## src/rtl/blkmove_pkg.sv

```systemverilog
package blkmove_pkg;
  typedef enum logic [1:0] {
    MV_IDLE  = 2'd0,
    MV_READ  = 2'd1,
    MV_WRITE = 2'd2
  } mv_state_t;
endpackage

```

## src/rtl/blkmove_idx_step.sv

```systemverilog
// Steps an index register by one; in narrow mode only the low part moves.
module blkmove_idx_step #(
  parameter int W     = 16,
  parameter int LOW_W = 8
) (
  input  logic [W-1:0] idx_i,
  input  logic         fwd_i,
  input  logic         narrow_i,
  output logic [W-1:0] idx_o
);
  logic [W-1:0]     full_step;
  logic [LOW_W-1:0] low_step;

  always_comb begin
    full_step = fwd_i ? idx_i + W'(1) : idx_i - W'(1);
    low_step  = fwd_i ? idx_i[LOW_W-1:0] + LOW_W'(1) : idx_i[LOW_W-1:0] - LOW_W'(1);
    if (narrow_i) idx_o = {idx_i[W-1:LOW_W], low_step};
    else          idx_o = full_step;
  end
endmodule

```

## src/rtl/blkmove_ctrl.sv

```systemverilog
// Sequencer: one read, then one write, per byte.
module blkmove_ctrl
  import blkmove_pkg::*;
(
  input  logic clk,
  input  logic rst_n,
  input  logic start,
  input  logic irq,
  input  logic last,
  input  logic rd_ack,
  input  logic wr_ack,
  output logic load,
  output logic capture,
  output logic step,
  output logic rd_req,
  output logic wr_req,
  output logic busy,
  output logic done,
  output logic rewind
);
  mv_state_t st_q, st_d;
  logic      done_d, rewind_d;

  always_comb begin
    st_d     = st_q;
    done_d   = 1'b0;
    rewind_d = 1'b0;
    unique case (st_q)
      MV_IDLE:  if (start) st_d = MV_READ;
      MV_READ:  if (rd_ack) st_d = MV_WRITE;
      MV_WRITE: if (wr_ack) begin
        if (last) begin
          st_d   = MV_IDLE;
          done_d = 1'b1;
        end else if (irq) begin
          st_d     = MV_IDLE;
          rewind_d = 1'b1;
        end else begin
          st_d = MV_READ;
        end
      end
      default: st_d = MV_IDLE;
    endcase
  end

  always_ff @(posedge clk or negedge rst_n) begin
    if (!rst_n) begin
      st_q   <= MV_IDLE;
      done   <= 1'b0;
      rewind <= 1'b0;
    end else begin
      st_q   <= st_d;
      done   <= done_d;
      rewind <= rewind_d;
    end
  end

  assign rd_req  = (st_q == MV_READ);
  assign wr_req  = (st_q == MV_WRITE);
  assign busy    = (st_q != MV_IDLE);
  assign load    = (st_q == MV_IDLE) && start;
  assign capture = rd_req && rd_ack;
  assign step    = wr_req && wr_ack;

  // a write request only begins right after an acknowledged read
  p_read_first_r8: assert property (@(posedge clk) disable iff (!rst_n)
    $rose(wr_req) |-> $past(rd_ack));
  // completion is a single-cycle pulse
  p_done_pulse_r9: assert property (@(posedge clk) disable iff (!rst_n)
    done |=> !done);
  // after a pause the engine is idle
  p_pause_idle_r10: assert property (@(posedge clk) disable iff (!rst_n)
    rewind |-> !busy);
endmodule

```

## src/rtl/blkmove_engine.sv

```systemverilog
module blkmove_engine #(
  parameter int IDX_W        = 16,
  parameter int NARROW_W     = 8,
  parameter int BANK_W       = 8,
  parameter int DATA_W       = 8,
  parameter int CNT_W        = 16,
  parameter int CYC_W        = 16,
  parameter int CYC_PER_BYTE = 2
) (
  input  logic                     clk,
  input  logic                     rst_n,
  input  logic                     start,
  input  logic                     fwd,
  input  logic                     idx8,
  input  logic [2*BANK_W-1:0]      operand,
  input  logic [IDX_W-1:0]         x_in,
  input  logic [IDX_W-1:0]         y_in,
  input  logic [CNT_W-1:0]         a_in,
  input  logic                     irq,
  output logic                     rd_req,
  output logic [BANK_W+IDX_W-1:0]  rd_addr,
  input  logic                     rd_ack,
  input  logic [DATA_W-1:0]        rd_data,
  output logic                     wr_req,
  output logic [BANK_W+IDX_W-1:0]  wr_addr,
  output logic [DATA_W-1:0]        wr_data,
  input  logic                     wr_ack,
  output logic [IDX_W-1:0]         x_out,
  output logic [IDX_W-1:0]         y_out,
  output logic [CNT_W-1:0]         a_out,
  output logic [BANK_W-1:0]        dbank_out,
  output logic [CYC_W-1:0]         cycle_units,
  output logic                     busy,
  output logic                     done,
  output logic                     rewind
);
  localparam logic [CYC_W-1:0] CYC_INC = CYC_W'(CYC_PER_BYTE);

  // reset: asserted asynchronously, released on a clock edge
  logic [1:0] rst_sync_q;
  logic       rst_ni;
  always_ff @(posedge clk or negedge rst_n) begin
    if (!rst_n) rst_sync_q <= 2'b00;
    else        rst_sync_q <= {rst_sync_q[0], 1'b1};
  end
  assign rst_ni = rst_sync_q[1];

  logic [IDX_W-1:0]  x_q, y_q, x_d, y_d, x_nx, y_nx;
  logic [CNT_W-1:0]  a_q, a_d;
  logic [BANK_W-1:0] dbank_q, dbank_d, sbank_q, sbank_d;
  logic [DATA_W-1:0] data_q, data_d;
  logic [CYC_W-1:0]  cyc_q, cyc_d;
  logic              fwd_q, fwd_d, narrow_q, narrow_d;
  logic              load, capture, step, last;

  assign last = (a_q == '0);

  blkmove_ctrl u_ctrl (
    .clk(clk), .rst_n(rst_ni), .start(start), .irq(irq), .last(last),
    .rd_ack(rd_ack), .wr_ack(wr_ack), .load(load), .capture(capture),
    .step(step), .rd_req(rd_req), .wr_req(wr_req), .busy(busy),
    .done(done), .rewind(rewind)
  );

  blkmove_idx_step #(.W(IDX_W), .LOW_W(NARROW_W)) u_step_x (
    .idx_i(x_q), .fwd_i(fwd_q), .narrow_i(narrow_q), .idx_o(x_nx));
  blkmove_idx_step #(.W(IDX_W), .LOW_W(NARROW_W)) u_step_y (
    .idx_i(y_q), .fwd_i(fwd_q), .narrow_i(narrow_q), .idx_o(y_nx));

  always_comb begin
    x_d = x_q; y_d = y_q; a_d = a_q;
    dbank_d = dbank_q; sbank_d = sbank_q;
    fwd_d = fwd_q; narrow_d = narrow_q;
    data_d = data_q; cyc_d = cyc_q;
    if (load) begin
      x_d      = x_in;
      y_d      = y_in;
      a_d      = a_in;
      dbank_d  = operand[BANK_W-1:0];
      sbank_d  = operand[2*BANK_W-1:BANK_W];
      fwd_d    = fwd;
      narrow_d = idx8;
      cyc_d    = '0;
    end
    if (capture) data_d = rd_data;
    if (step) begin
      x_d   = x_nx;
      y_d   = y_nx;
      a_d   = a_q - CNT_W'(1);
      cyc_d = cyc_q + CYC_INC;
    end
  end

  always_ff @(posedge clk or negedge rst_ni) begin
    if (!rst_ni) begin
      x_q <= '0; y_q <= '0; a_q <= '0;
      dbank_q <= '0; sbank_q <= '0;
      fwd_q <= 1'b0; narrow_q <= 1'b0;
      data_q <= '0; cyc_q <= '0;
    end else begin
      x_q <= x_d; y_q <= y_d; a_q <= a_d;
      dbank_q <= dbank_d; sbank_q <= sbank_d;
      fwd_q <= fwd_d; narrow_q <= narrow_d;
      data_q <= data_d; cyc_q <= cyc_d;
    end
  end

  assign rd_addr     = {sbank_q, x_q};
  assign wr_addr     = {dbank_q, y_q};
  assign wr_data     = data_q;
  assign x_out       = x_q;
  assign y_out       = y_q;
  assign a_out       = a_q;
  assign dbank_out   = dbank_q;
  assign cycle_units = cyc_q;

  // destination bank taken from the first operand byte
  p_dbank_load_r2: assert property (@(posedge clk) disable iff (!rst_ni)
    (start && !busy) |=> dbank_out == $past(operand[BANK_W-1:0]));
  // narrow mode keeps the high index byte across a byte step
  p_narrow_hi_r5: assert property (@(posedge clk) disable iff (!rst_ni)
    (step && narrow_q) |=> x_out[IDX_W-1:NARROW_W] == $past(x_out[IDX_W-1:NARROW_W]));
  // completion leaves the count at all ones
  p_done_count_r6: assert property (@(posedge clk) disable iff (!rst_ni)
    done |-> a_out == '1);
  // each written byte costs the fixed number of units
  p_cost_r7: assert property (@(posedge clk) disable iff (!rst_ni)
    (wr_req && wr_ack) |=> cycle_units == $past(cycle_units) + CYC_INC);
  // one transfer at a time
  p_single_xfer_r8: assert property (@(posedge clk) disable iff (!rst_ni)
    !(rd_req && wr_req));
endmodule

```

## config.mk

```make
export PLATFORM = sky130hd
export DESIGN_NAME = blkmove_engine
export DESIGN_NICKNAME = d
export VERILOG_FILES = /design/src/rtl/blkmove_pkg.sv /design/src/rtl/blkmove_idx_step.sv /design/src/rtl/blkmove_ctrl.sv /design/src/rtl/blkmove_engine.sv
export SDC_FILE = /design/constraint.sdc
export NUM_CORES = 1
export LEC_CHECK = 0
export BUFFER_PORTS_ARGS = -buffer_cell sky130_fd_sc_hd__buf_2
export CAP_MARGIN = 15
export CORE_MARGIN = 2
export CORE_UTILIZATION = 56
export CTS_BUF_LIST = sky130_fd_sc_hd__clkbuf_4
export CTS_CLUSTER_DIAMETER = 30
export DETAILED_ROUTE_END_ITERATION = 10
export GPL_ROUTABILITY_DRIVEN = 0
export PLACE_DENSITY = 0.89
export REMOVE_ABC_BUFFERS = 1
export SETUP_SLACK_MARGIN = 0.3
export SLEW_MARGIN = 40
export SYNTH_ARGS = -nofsm -noshare
export SYNTH_HDL_FRONTEND = slang
export SYNTH_SLANG_ARGS = --single-unit
```

## constraint.sdc

```tcl
create_clock -name clk -period 8.11 [get_ports clk]
set_input_delay 0.811 -clock clk [delete_from_list [all_inputs] [get_ports clk]]
set_output_delay 0.811 -clock clk [all_outputs]
set_load 0.005 [all_outputs]
```

==> flow_metrics.py, run 1 <==
metrics = {
    "run_status": {
        "outcome": "finished, final reports clean",
    },
    "detailed_routing": {
        "via_count": 5583,
        "finalWirelength_um": 15500,
        "first_pass_iters": 5,
        "vias_per_cell": 5.89,
        "drc": 0,
        "ant_nets": 0,
        "drt_iter0_markers": 297,
        "wl_per_cell_um": 16.4,
    },
    "timing": {
        "fin_crit_ps": 3350,
        "fin_ws_ps": 4760,
        "finalCritPeriodShare_pct": 41.4,
        "drv_slew": 0,
        "max_freq_ghz": 0.298,
        "slew-limit-headroom_pct": 53.3,
        "setup-tns-final_ps": 0,
        "whs_ps": 121,
        "fin_skew_ps": 15.6,
        "grt_setup_unrepaired": "no",
        "worst_pin_slew_ps": 698,
        "hold_violations": 0,
        "setup_violations": 0,
    },
    "final_layout": {
        "syn_to_final_growth_pct": 18.9,
        "finish.utilization_pct": 67.6,
        "antennaDiodeCount": 0,
        "final_cell_area_mm2": 0.00685,
        "fillers": 819,
        "regArea_mm2": 0.00238,
        "multi_input_area_mm2": 0.00295,
        "drive_gt1_share_pct": 31.3,
        "finalNonFillerCells": 948,
        "final_nets": 919,
    },
    "synthesis": {
        "yosysWarnings": 0,
        "postSynthAreaPerCell_um2": 8.99,
        "ys_ff_latch": 95,
        "synth_cell_types": 56,
        "netlist_area_mm2": 0.00576,
        "postSynth.asyncResetShare_pct": 100,
        "synth_ff_type": "dfrtp_1",
        "synth_edf_count": 0,
        "ys_seq_area_share_pct": 41.3,
        "netlist_instances": 641,
    },
    "power_and_ir_drop": {
        "p_sw_mw": 1.42,
        "power_density_mw_per_mm2": 455,
        "peakVddDrop_uv": 269,
        "combPwrFrac_pct": 61.5,
        "finalPower_mw": 3.12,
        "swShare_pct": 45.7,
        "seq_power_share_pct": 28.1,
        "total_leakage_power_nw": 3.48,
        "p_int_mw": 1.70,
        "clockPowerShare_pct": 10.4,
    },
    "clocking": {
        "cts.sinks": 95,
        "cts_tree": "built",
        "cts-root-buf": "clkbuf_4",
        "post_cts.repair.setup_buffers": 0,
        "cts_resized": 0,
        "numCtsBuffers": 9,
        "insertion_delay_ps": 450,
        "ctsLongestPathBuffers": 2,
        "hold_buffers": 0,
        "htreeDepth": 3,
        "path_clk_slew_ps": 140,
    },
    "critical_path": {
        "timing.rr.start": "fwd_q$_DFFE_PN0P_",
        "cp_cell_sequence": "inv_1 -> buf_4 -> ha_1 -> a21oi_1 -> o211ai_1 -> o211a_1 -> o21ai_0 -> a21oi_1 -> or3_1 -> a31o_2",
        "critPathKind": "reg -> reg",
        "start_kind": "flop",
        "crit_family": "compound AO/OA/AOI/OAI gates",
        "cp.arrival_ps": 3700,
        "reg2reg_depth": 10,
        "r2r-end": "y_out[14]$_DFFE_PN0P_",
        "cp_max_fo": 16,
        "path_buf_inv": 2,
        "crit_slowest_cell": "inv_1",
        "cp.required_ps": 8460,
        "crit_top_cell": "a21oi_1",
        "r2r_setup_slack_ps": 4760,
        "endpoint_kind": "flop",
        "slowest_delay_ps": 460,
    },
    "placed_design": {
        "io_buffers": 211,
        "placed_area_mm2": 0.00666,
        "dpl.cell_count": 932,
        "place_ws_ps": 4880,
        "dp_hpwl_um": 11300,
    },
    "die": {
        "fp.dieArea_mm2": 0.0111,
        "ios": 213,
        "dieHeight_um": 105,
        "core-area_mm2": 0.0101,
        "std_cell_rows": 37,
        "initial_core_util_pct": 56.8,
        "die_x_um": 105,
    },
    "worst_hold_path": {
        "hold_class": "in -> async",
    },
    "grt": {
        "grt_max_degree": 59,
        "gr-total-overflow": 0,
        "antenna_found_initial": 0,
        "grt_pass1_wl_um": 25000,
        "track_usage_pct": 27.9,
        "grt_pass1_vias": 5342,
    },
    "job": {
        "maxCapViolations": 0,
    },
}
[state kept, by name, summed over array words and instances (netlist names), 2 cells and up]
name / cells
a_out: 16
x_out: 16
y_out: 16
cycle_units: 15
dbank_out: 8
sbank_q: 8
wr_data: 8
rst_sync_q: 2
u_ctrl.st_q: 2
[worst max path at each step]
stage          cells past startpoint               from               endpoint
2_1_floorplan                      5             wr_ack   a_out[9]$_DFFE_PN0P_
3_3_place_gp                      10  fwd_q$_DFFE_PN0P_  y_out[14]$_DFFE_PN0P_
3_5_place_dp                      10  fwd_q$_DFFE_PN0P_  y_out[14]$_DFFE_PN0P_
4_1_cts                           10  fwd_q$_DFFE_PN0P_  y_out[14]$_DFFE_PN0P_
5_1_grt                           10  fwd_q$_DFFE_PN0P_  y_out[14]$_DFFE_PN0P_
6_report                          10  fwd_q$_DFFE_PN0P_  y_out[14]$_DFFE_PN0P_
[power groups by stage]
stage / clock, mW / sequential [mW] / combinational (mW)
4_1_cts: 0.328 / 0.875 / 1.91
2_1_floorplan: 0 / 0.884 / 1.24
5_1_grt: 0.347 / 0.907 / 2.13
3_3_place_gp: 0 / 0.866 / 1.80
3_5_place_dp: 0 / 0.885 / 1.89
6_report: 0.324 / 0.878 / 1.92
[synthesized netlist by cell type, drive strengths merged (3+ instances only)]
master  instances  area share, %
a21oi          44            3.8
a22oi           5           0.65
a31oi          10            1.1
inv            13           0.85
nor3            9           0.78
o21ai          50            4.3
xnor2          11            1.7
o21bai          5           0.65
and3           13            1.4
nand4           3           0.33
mux2            8            1.6
a221o           8            1.4
a211oi          9            1.2
xor2           14            2.1
a21o            9            1.2
nor2b           6           0.65
o21a            8            1.0
clkbuf         19            1.2
and2            3           0.33
mux2i           4           0.70
o311ai          3           0.46
nand3          22            1.9
o22ai           7           0.76
nor2           37            2.4
dfrtp          95             41
nand3b          3           0.39
nand2b          5           0.59
nand2         101            6.6
or2             3           0.33
o211ai          8            1.0
or3             4           0.43
buf            44            5.6
ha             30            6.5
nor4            3           0.59
[routing by layer]
layer	wire length, µm	vias up	GRT usage, %
met1	6150	2694	34.5
met3	1080	41	4.02
met4	500	0	13.3
met2	7790	262	48.0
li1	-	2586	-
met5	0	-	0
[kinds of logic (layout without fill, tap and decap cells)]
kind of cell,Yosys count,after routing,share of synthesized area [%]
simple gates,218,218,17.6
fa+ha+maj,32,32,7.21
xor+xnor,25,25,3.80
compound gates,181,181,20.1
other cells,2,2,0.130
buf+inv,76,247,7.65
mux,12,12,2.26
flops,95,95,41.3
[area by class of cell]
type,instances,area share [%]
Clock buffer,12,1.32
Clock inverter,4,1.37
Inverter,13,0.712
Multi-Input combinational cell,470,43.1
Sequential cell,95,34.8
Tap cell,136,2.48
Timing Repair Buffer,218,16.2
[placed cells by master (no fill, tap or decap), types with 13 or more instances in the layout]
cell type  Yosys  layout
nor2_1        37      35
a21oi_1       44      43
xor2_1        14      14
dfrtp_1       95      94
ha_1          30      30
inv_1         13      13
nand3_1       22      22
nand2_1      101     100
buf_2          1     211
and3_1        13      13
o21ai_0       50      50
Note: power is estimated with default switching activity, not from simulation.
==> run 2, diff against run 1 <==
--- a/config.mk
+++ b/config.mk
@@ -8,12 +8,12 @@
 export BUFFER_PORTS_ARGS = -buffer_cell sky130_fd_sc_hd__buf_2
 export CAP_MARGIN = 15
 export CORE_MARGIN = 2
-export CORE_UTILIZATION = 56
+export CORE_UTILIZATION = 52
 export CTS_BUF_LIST = sky130_fd_sc_hd__clkbuf_4
 export CTS_CLUSTER_DIAMETER = 30
 export DETAILED_ROUTE_END_ITERATION = 10
 export GPL_ROUTABILITY_DRIVEN = 0
-export PLACE_DENSITY = 0.89
+export PLACE_DENSITY = 0.84
 export REMOVE_ABC_BUFFERS = 1
 export SETUP_SLACK_MARGIN = 0.3
 export SLEW_MARGIN = 40
==> constraint.sdc (replaced) <==
create_clock -name clk -period 3.3 [get_ports clk]
set_input_delay 0.33 -clock clk [delete_from_list [all_inputs] [get_ports clk]]
set_output_delay 0.33 -clock clk [all_outputs]
set_load 0.005 [all_outputs]
==> run 2 against run 1 <==
Sequential share of layout area about the same; via count decreased by 3.3%; die area increased by 7.4%; non-clock buffer count increased by 9; critical path depth unchanged; first-iteration DRC count increased by 24%; count of clock-buffer cells in the layout decreased by 1; maximum frequency increased by 17%; combinational power increased by 140%.
==> flow_metrics.py, run 2 (same netlist as run 1, synthesis figures left out) <==
metrics = {
    "run_status": {
        "outcome": "finished, final reports clean",
    },
    "detailed_routing": {
        "wl_per_cell_um": 15.7,
        "via_count": 5398,
        "vias_per_cell": 5.61,
        "ant_nets": 0,
        "drc": 0,
        "first_pass_iters": 5,
        "finalWirelength_um": 15100,
        "drt_iter0_markers": 369,
    },
    "die": {
        "die_x_um": 109,
        "core-area_mm2": 0.0108,
        "fp.dieArea_mm2": 0.0119,
        "std_cell_rows": 38,
        "dieHeight_um": 109,
        "initial_core_util_pct": 53.1,
        "ios": 213,
    },
    "power_and_ir_drop": {
        "power_density_mw_per_mm2": 1080,
        "total_leakage_power_nw": 3.48,
        "peakVddDrop_uv": 670,
    },
    "timing": {
        "fin_skew_ps": 16.0,
        "setup-tns-final_ps": 0,
        "slew-limit-headroom_pct": 48.4,
        "whs_ps": 49.0,
        "worst_pin_slew_ps": 771,
        "finalCritPeriodShare_pct": 87.2,
        "drv_slew": 0,
        "grt_setup_unrepaired": "yes",
        "hold_violations": 0,
        "setup_violations": 0,
        "fin_crit_ps": 2880,
        "max_freq_ghz": 0.348,
    },
    "final_layout": {
        "syn_to_final_growth_pct": 19.0,
        "finish.utilization_pct": 63.2,
        "final_cell_mix": "212 x buf_2, 101 x nand2_1, 94 x dfrtp_1",
        "final_common_cell": "buf_2",
        "drive_gt1_share_pct": 31.8,
        "final_nets": 928,
    },
    "clocking": {
        "htreeDepth": 3,
        "cts-root-buf": "clkbuf_4",
        "path_clk_slew_ps": 140,
        "cts.sinks": 95,
        "numCtsBuffers": 9,
        "cts_tree": "built",
        "insertion_delay_ps": 470,
        "ctsLongestPathBuffers": 2,
    },
    "critical_path": {
        "start_kind": "flop",
        "reg2reg_depth": 10,
        "r2r_setup_slack_ps": 420,
        "endpoint_kind": "flop",
        "cp.arrival_ps": 3250,
        "cp_max_fo": 8,
        "cp.required_ps": 3670,
        "timing.rr.start": "fwd_q$_DFFE_PN0P_",
        "crit_start": "fwd_q$_DFFE_PN0P_",
        "r2r-end": "x_out[15]$_DFFE_PN0P_",
        "critPathKind": "reg -> reg",
    },
    "grt": {
        "top_usage_layer": "met2",
        "use_met2_pct": 42.4,
        "grt_max_degree": 56,
        "track_usage_pct": 25.1,
        "met1_usage_pct": 31.8,
        "grt_pass1_vias": 4881,
        "antenna_found_initial": 1,
        "gr-total-overflow": 0,
        "gr-usage-met3_pct": 4.54,
        "grt_pass1_wl_um": 23200,
    },
    "job": {
        "maxCapViolations": 0,
    },
    "worst_hold_path": {
        "worst_hold_path.endpoint": "sbank_q[3]$_DFFE_PN0P_",
        "hold_class": "in -> reg",
        "holdPathStages": 3,
        "hold_path.startpoint": "operand[11]",
    },
    "placed_design": {
        "dp_hpwl_um": 11000,
        "io_buffers": 211,
    },
}
==> run 2: worst max path at each step <==
stage                                  endpoint  slack [ps]  cells past startpoint
after global placement    x_out[13]$_DFFE_PN0P_         550                      8
after global routing      x_out[15]$_DFFE_PN0P_         240                     10
after CTS                 x_out[13]$_DFFE_PN0P_         470                      8
after floorplan            a_out[9]$_DFFE_PN0P_         370                      5
after detailed placement  x_out[13]$_DFFE_PN0P_         490                      8
final                     x_out[15]$_DFFE_PN0P_         420                     10
==> run 2: cell type report <==
type	count	area (µm²)
fillers	940	3990
multi-input cells	470	2960
flip-flops and latches	95	2380
repair buffers	227	1180
well taps	140	175
clock buffers	11	82.6
inverters	13	52.6
clock inverters	4	23.8
diodes	2	5.00
==> run 2: layer usage <==
| metal | part of all wire [%] | vias to the layer above |
|---|---|---|
| li1 | - | 2606 |
| met1 | 42 | 2545 |
| met2 | 48 | 220 |
| met3 | 7.5 | 27 |
| met4 | 2.1 | 0 |
| met5 | 0 | - |
==> run 2: stage by stage <==
step                instances  area (µm²)  setup slack (ps)  power [mW]
finish                    962        6860               424        7.40
global route              961        6850               240        8.14
CTS                       955        6800               473        7.34
detailed placement        939        6690               491        6.77
global placement          939        6690               547        6.66
floorplan                 578        5370               369        5.21
==> run 2: critical path, stage by stage, from the launching register on <==
cell,delay (ps)
dfrtp_1,460
clkinvlp_4,230
buf_2,230
buf_4,140
ha_1,320
o21a_1,200
o22a_1,210
a221o_1,430
a41oi_2,230
mux2i_1,90
a221o_1,250
==> run 2: power breakdown <==
part / switching, mW / internal, mW
registers: 0.508 / 1.64
logic: 2.52 / 2.18
clock network: 0.402 / 0.165
total: 3.43 / 3.98
==> run 2: what timing repair did <==
action,CTS,global route
hold endpoints to repair,2,0
endpoints found under the setup margin,0,2
gates resized for setup,0,3
hold buffers,1,0
setup buffers,0,5
==> run 3, diff against run 2 <==
--- a/config.mk
+++ b/config.mk
@@ -7,13 +7,15 @@
 export LEC_CHECK = 0
 export BUFFER_PORTS_ARGS = -buffer_cell sky130_fd_sc_hd__buf_2
 export CAP_MARGIN = 15
+export CELL_PAD_IN_SITES_DETAIL_PLACEMENT = 1
+export CELL_PAD_IN_SITES_GLOBAL_PLACEMENT = 1
 export CORE_MARGIN = 2
-export CORE_UTILIZATION = 52
+export CORE_UTILIZATION = 38
 export CTS_BUF_LIST = sky130_fd_sc_hd__clkbuf_4
 export CTS_CLUSTER_DIAMETER = 30
 export DETAILED_ROUTE_END_ITERATION = 10
 export GPL_ROUTABILITY_DRIVEN = 0
-export PLACE_DENSITY = 0.84
+export PLACE_DENSITY_LB_ADDON = 0.1
 export REMOVE_ABC_BUFFERS = 1
 export SETUP_SLACK_MARGIN = 0.3
 export SLEW_MARGIN = 40
==> run 3 against run 2 <==
Critical path type unchanged; combinational power rose by 5.1%; utilization fell by 17 points; first-iteration DRC count decreased by 39%; sequential power about the same.
==> flow_metrics.py, run 3 (same netlist as run 1, synthesis figures left out) <==
metrics = {
    "final_layout": {
        "syn_to_final_growth_pct": 21.9,
        "drive_gt1_share_pct": 32.4,
        "final_common_cell": "buf_2",
        "finalNonFillerCells": 1016,
        "final_nets": 934,
        "final_cell_mix": "211 x buf_2, 101 x nand2_1, 94 x dfrtp_1",
    },
    "timing": {
        "finalCritPeriodShare_pct": 86.4,
        "fin_skew_ps": 12.5,
        "setup-tns-final_ps": 0,
        "hold_violations": 0,
        "slew-limit-headroom_pct": 44.3,
        "whs_ps": 42.7,
        "fin_crit_ps": 2850,
        "max_freq_ghz": 0.351,
        "grt_setup_unrepaired": "no",
        "setup_violations": 0,
        "worst_pin_slew_ps": 835,
        "drv_slew": 0,
    },
    "detailed_routing": {
        "first_pass_iters": 4,
        "drc": 0,
        "ant_nets": 0,
        "drt_iter0_markers": 225,
        "via_count": 5517,
        "finalWirelength_um": 18000,
        "wl_per_cell_um": 17.7,
        "vias_per_cell": 5.43,
    },
    "clocking": {
        "ctsLongestPathBuffers": 2,
        "htreeDepth": 3,
        "path_clk_slew_ps": 160,
        "numCtsBuffers": 9,
        "insertion_delay_ps": 470,
        "cts_tree": "built",
        "cts.sinks": 95,
        "cts-root-buf": "clkbuf_4",
    },
    "critical_path": {
        "r2r-end": "y_out[14]$_DFFE_PN0P_",
        "crit_slowest_cell": "dfrtp_1",
        "timing.rr.start": "fwd_q$_DFFE_PN0P_",
        "cp_cell_sequence": "clkinvlp_4 -> buf_12 -> buf_4 -> ha_1 -> a21oi_1 -> o211ai_1 -> o211a_1 -> o21ai_1 -> a21oi_1 -> or3_1 -> a31o_2",
        "start_kind": "flop",
        "r2r_setup_slack_ps": 450,
        "slowest_delay_ps": 460,
        "reg2reg_depth": 11,
        "cp-endpoint": "y_out[14]$_DFFE_PN0P_",
        "cp_max_fo": 11,
        "critPathKind": "reg -> reg",
        "crit_top_cell": "a21oi_1",
        "cp.arrival_ps": 3220,
        "cp.required_ps": 3670,
        "crit_start": "fwd_q$_DFFE_PN0P_",
        "endpoint_kind": "flop",
    },
    "grt": {
        "grt_pass1_vias": 5619,
        "gr-total-overflow": 0,
        "grt_pass1_wl_um": 28600,
        "antenna_found_initial": 1,
        "track_usage_pct": 21.9,
        "grt_max_degree": 58,
    },
    "die": {
        "fp.dieArea_mm2": 0.0162,
        "std_cell_rows": 45,
        "dieHeight_um": 127,
        "initial_core_util_pct": 38.3,
        "core-area_mm2": 0.0150,
        "die_x_um": 127,
        "ios": 213,
    },
    "placed_design": {
        "dpl.cell_count": 989,
        "dp_hpwl_um": 13100,
        "io_buffers": 211,
    },
    "power_and_ir_drop": {
        "finalPower_mw": 7.77,
        "total_leakage_power_nw": 3.53,
        "power_density_mw_per_mm2": 1110,
        "peakVddDrop_uv": 515,
    },
    "job": {
        "maxCapViolations": 0,
    },
    "run_status": {
        "outcome": "finished, final reports clean",
    },
    "worst_hold_path": {
        "hold_class": "in -> reg",
    },
}
-- run 3: worst min path at each step --
stage / startpoint / end / depth (start not counted)
4_1_cts: operand[11] / sbank_q[3]$_DFFE_PN0P_ / 3
3_3_place_gp: rst_n / rst_sync_q[0]$_DFF_PN0_ / 1
5_1_grt: operand[8] / sbank_q[0]$_DFFE_PN0P_ / 3
2_1_floorplan: rst_n / rst_sync_q[0]$_DFF_PN0_ / 0
3_5_place_dp: rst_n / rst_sync_q[0]$_DFF_PN0_ / 1
6_report: operand[11] / sbank_q[3]$_DFFE_PN0P_ / 3
-- run 3: through the flow --
| step | worst slack [ps] | cell area (µm²) | util (%) |
|---|---|---|---|
| 2_1_floorplan | 369 | 5370 | - |
| 3_3_place_gp | 404 | 6770 | 45.0 |
| 3_5_place_dp | 315 | 6770 | 45.0 |
| 4_1_cts | 350 | 6950 | 46.2 |
| 5_1_grt | 290 | 7020 | 46.7 |
| 6_report | 450 | 7020 | 46.7 |
-- run 3: area by class of cell --
| class | count | area [µm²] |
|---|---|---|
| antenna | 1 | 2.50 |
| clock buffer | 10 | 75.1 |
| clock inverter | 6 | 61.3 |
| fill | 1885 | 8010 |
| inverter | 13 | 52.6 |
| multi-input combinational | 470 | 2970 |
| sequential | 95 | 2380 |
| tap | 188 | 235 |
| timing repair buffer | 233 | 1250 |
-- run 3: repair_timing --
action,CTS,global route
gates resized for setup,1,3
setup endpoints to repair,1,5
endpoints found under the hold margin,2,0
setup buffers,4,4
cloned,0,0
hold buffers,1,0
-- run 3: worst max-delay path, delay by kind of cell, from the launching register on --
| family | cells | cell delay (ps) |
|---|---|---|
| and+or+nand+nor | 1 | 330 |
| buffers and inverters | 3 | 540 |
| DFF | 1 | 460 |
| AOI/OAI and AO/OA | 6 | 1240 |
| adders and majority gates | 1 | 200 |
-- run 3: power breakdown --
group	internal (mW)	total, mW	switching, mW
Sequential	1.64	2.17	0.530
Combinational	2.25	4.93	2.69
Clock	0.238	0.667	0.429
-- run 3: layer usage --
| metal | part of all wire [%] | up-vias | wire (µm) | GRT usage, % |
|---|---|---|---|---|
| met3 | 3.3 | 22 | 596 | 2.60 |
| met5 | 0 | - | 0 | 0 |
| met2 | 51 | 141 | 9190 | 39.6 |
| li1 | - | 2609 | - | - |
| met4 | 1.5 | 0 | 271 | 6.59 |
| met1 | 44 | 2745 | 7960 | 27.5 |
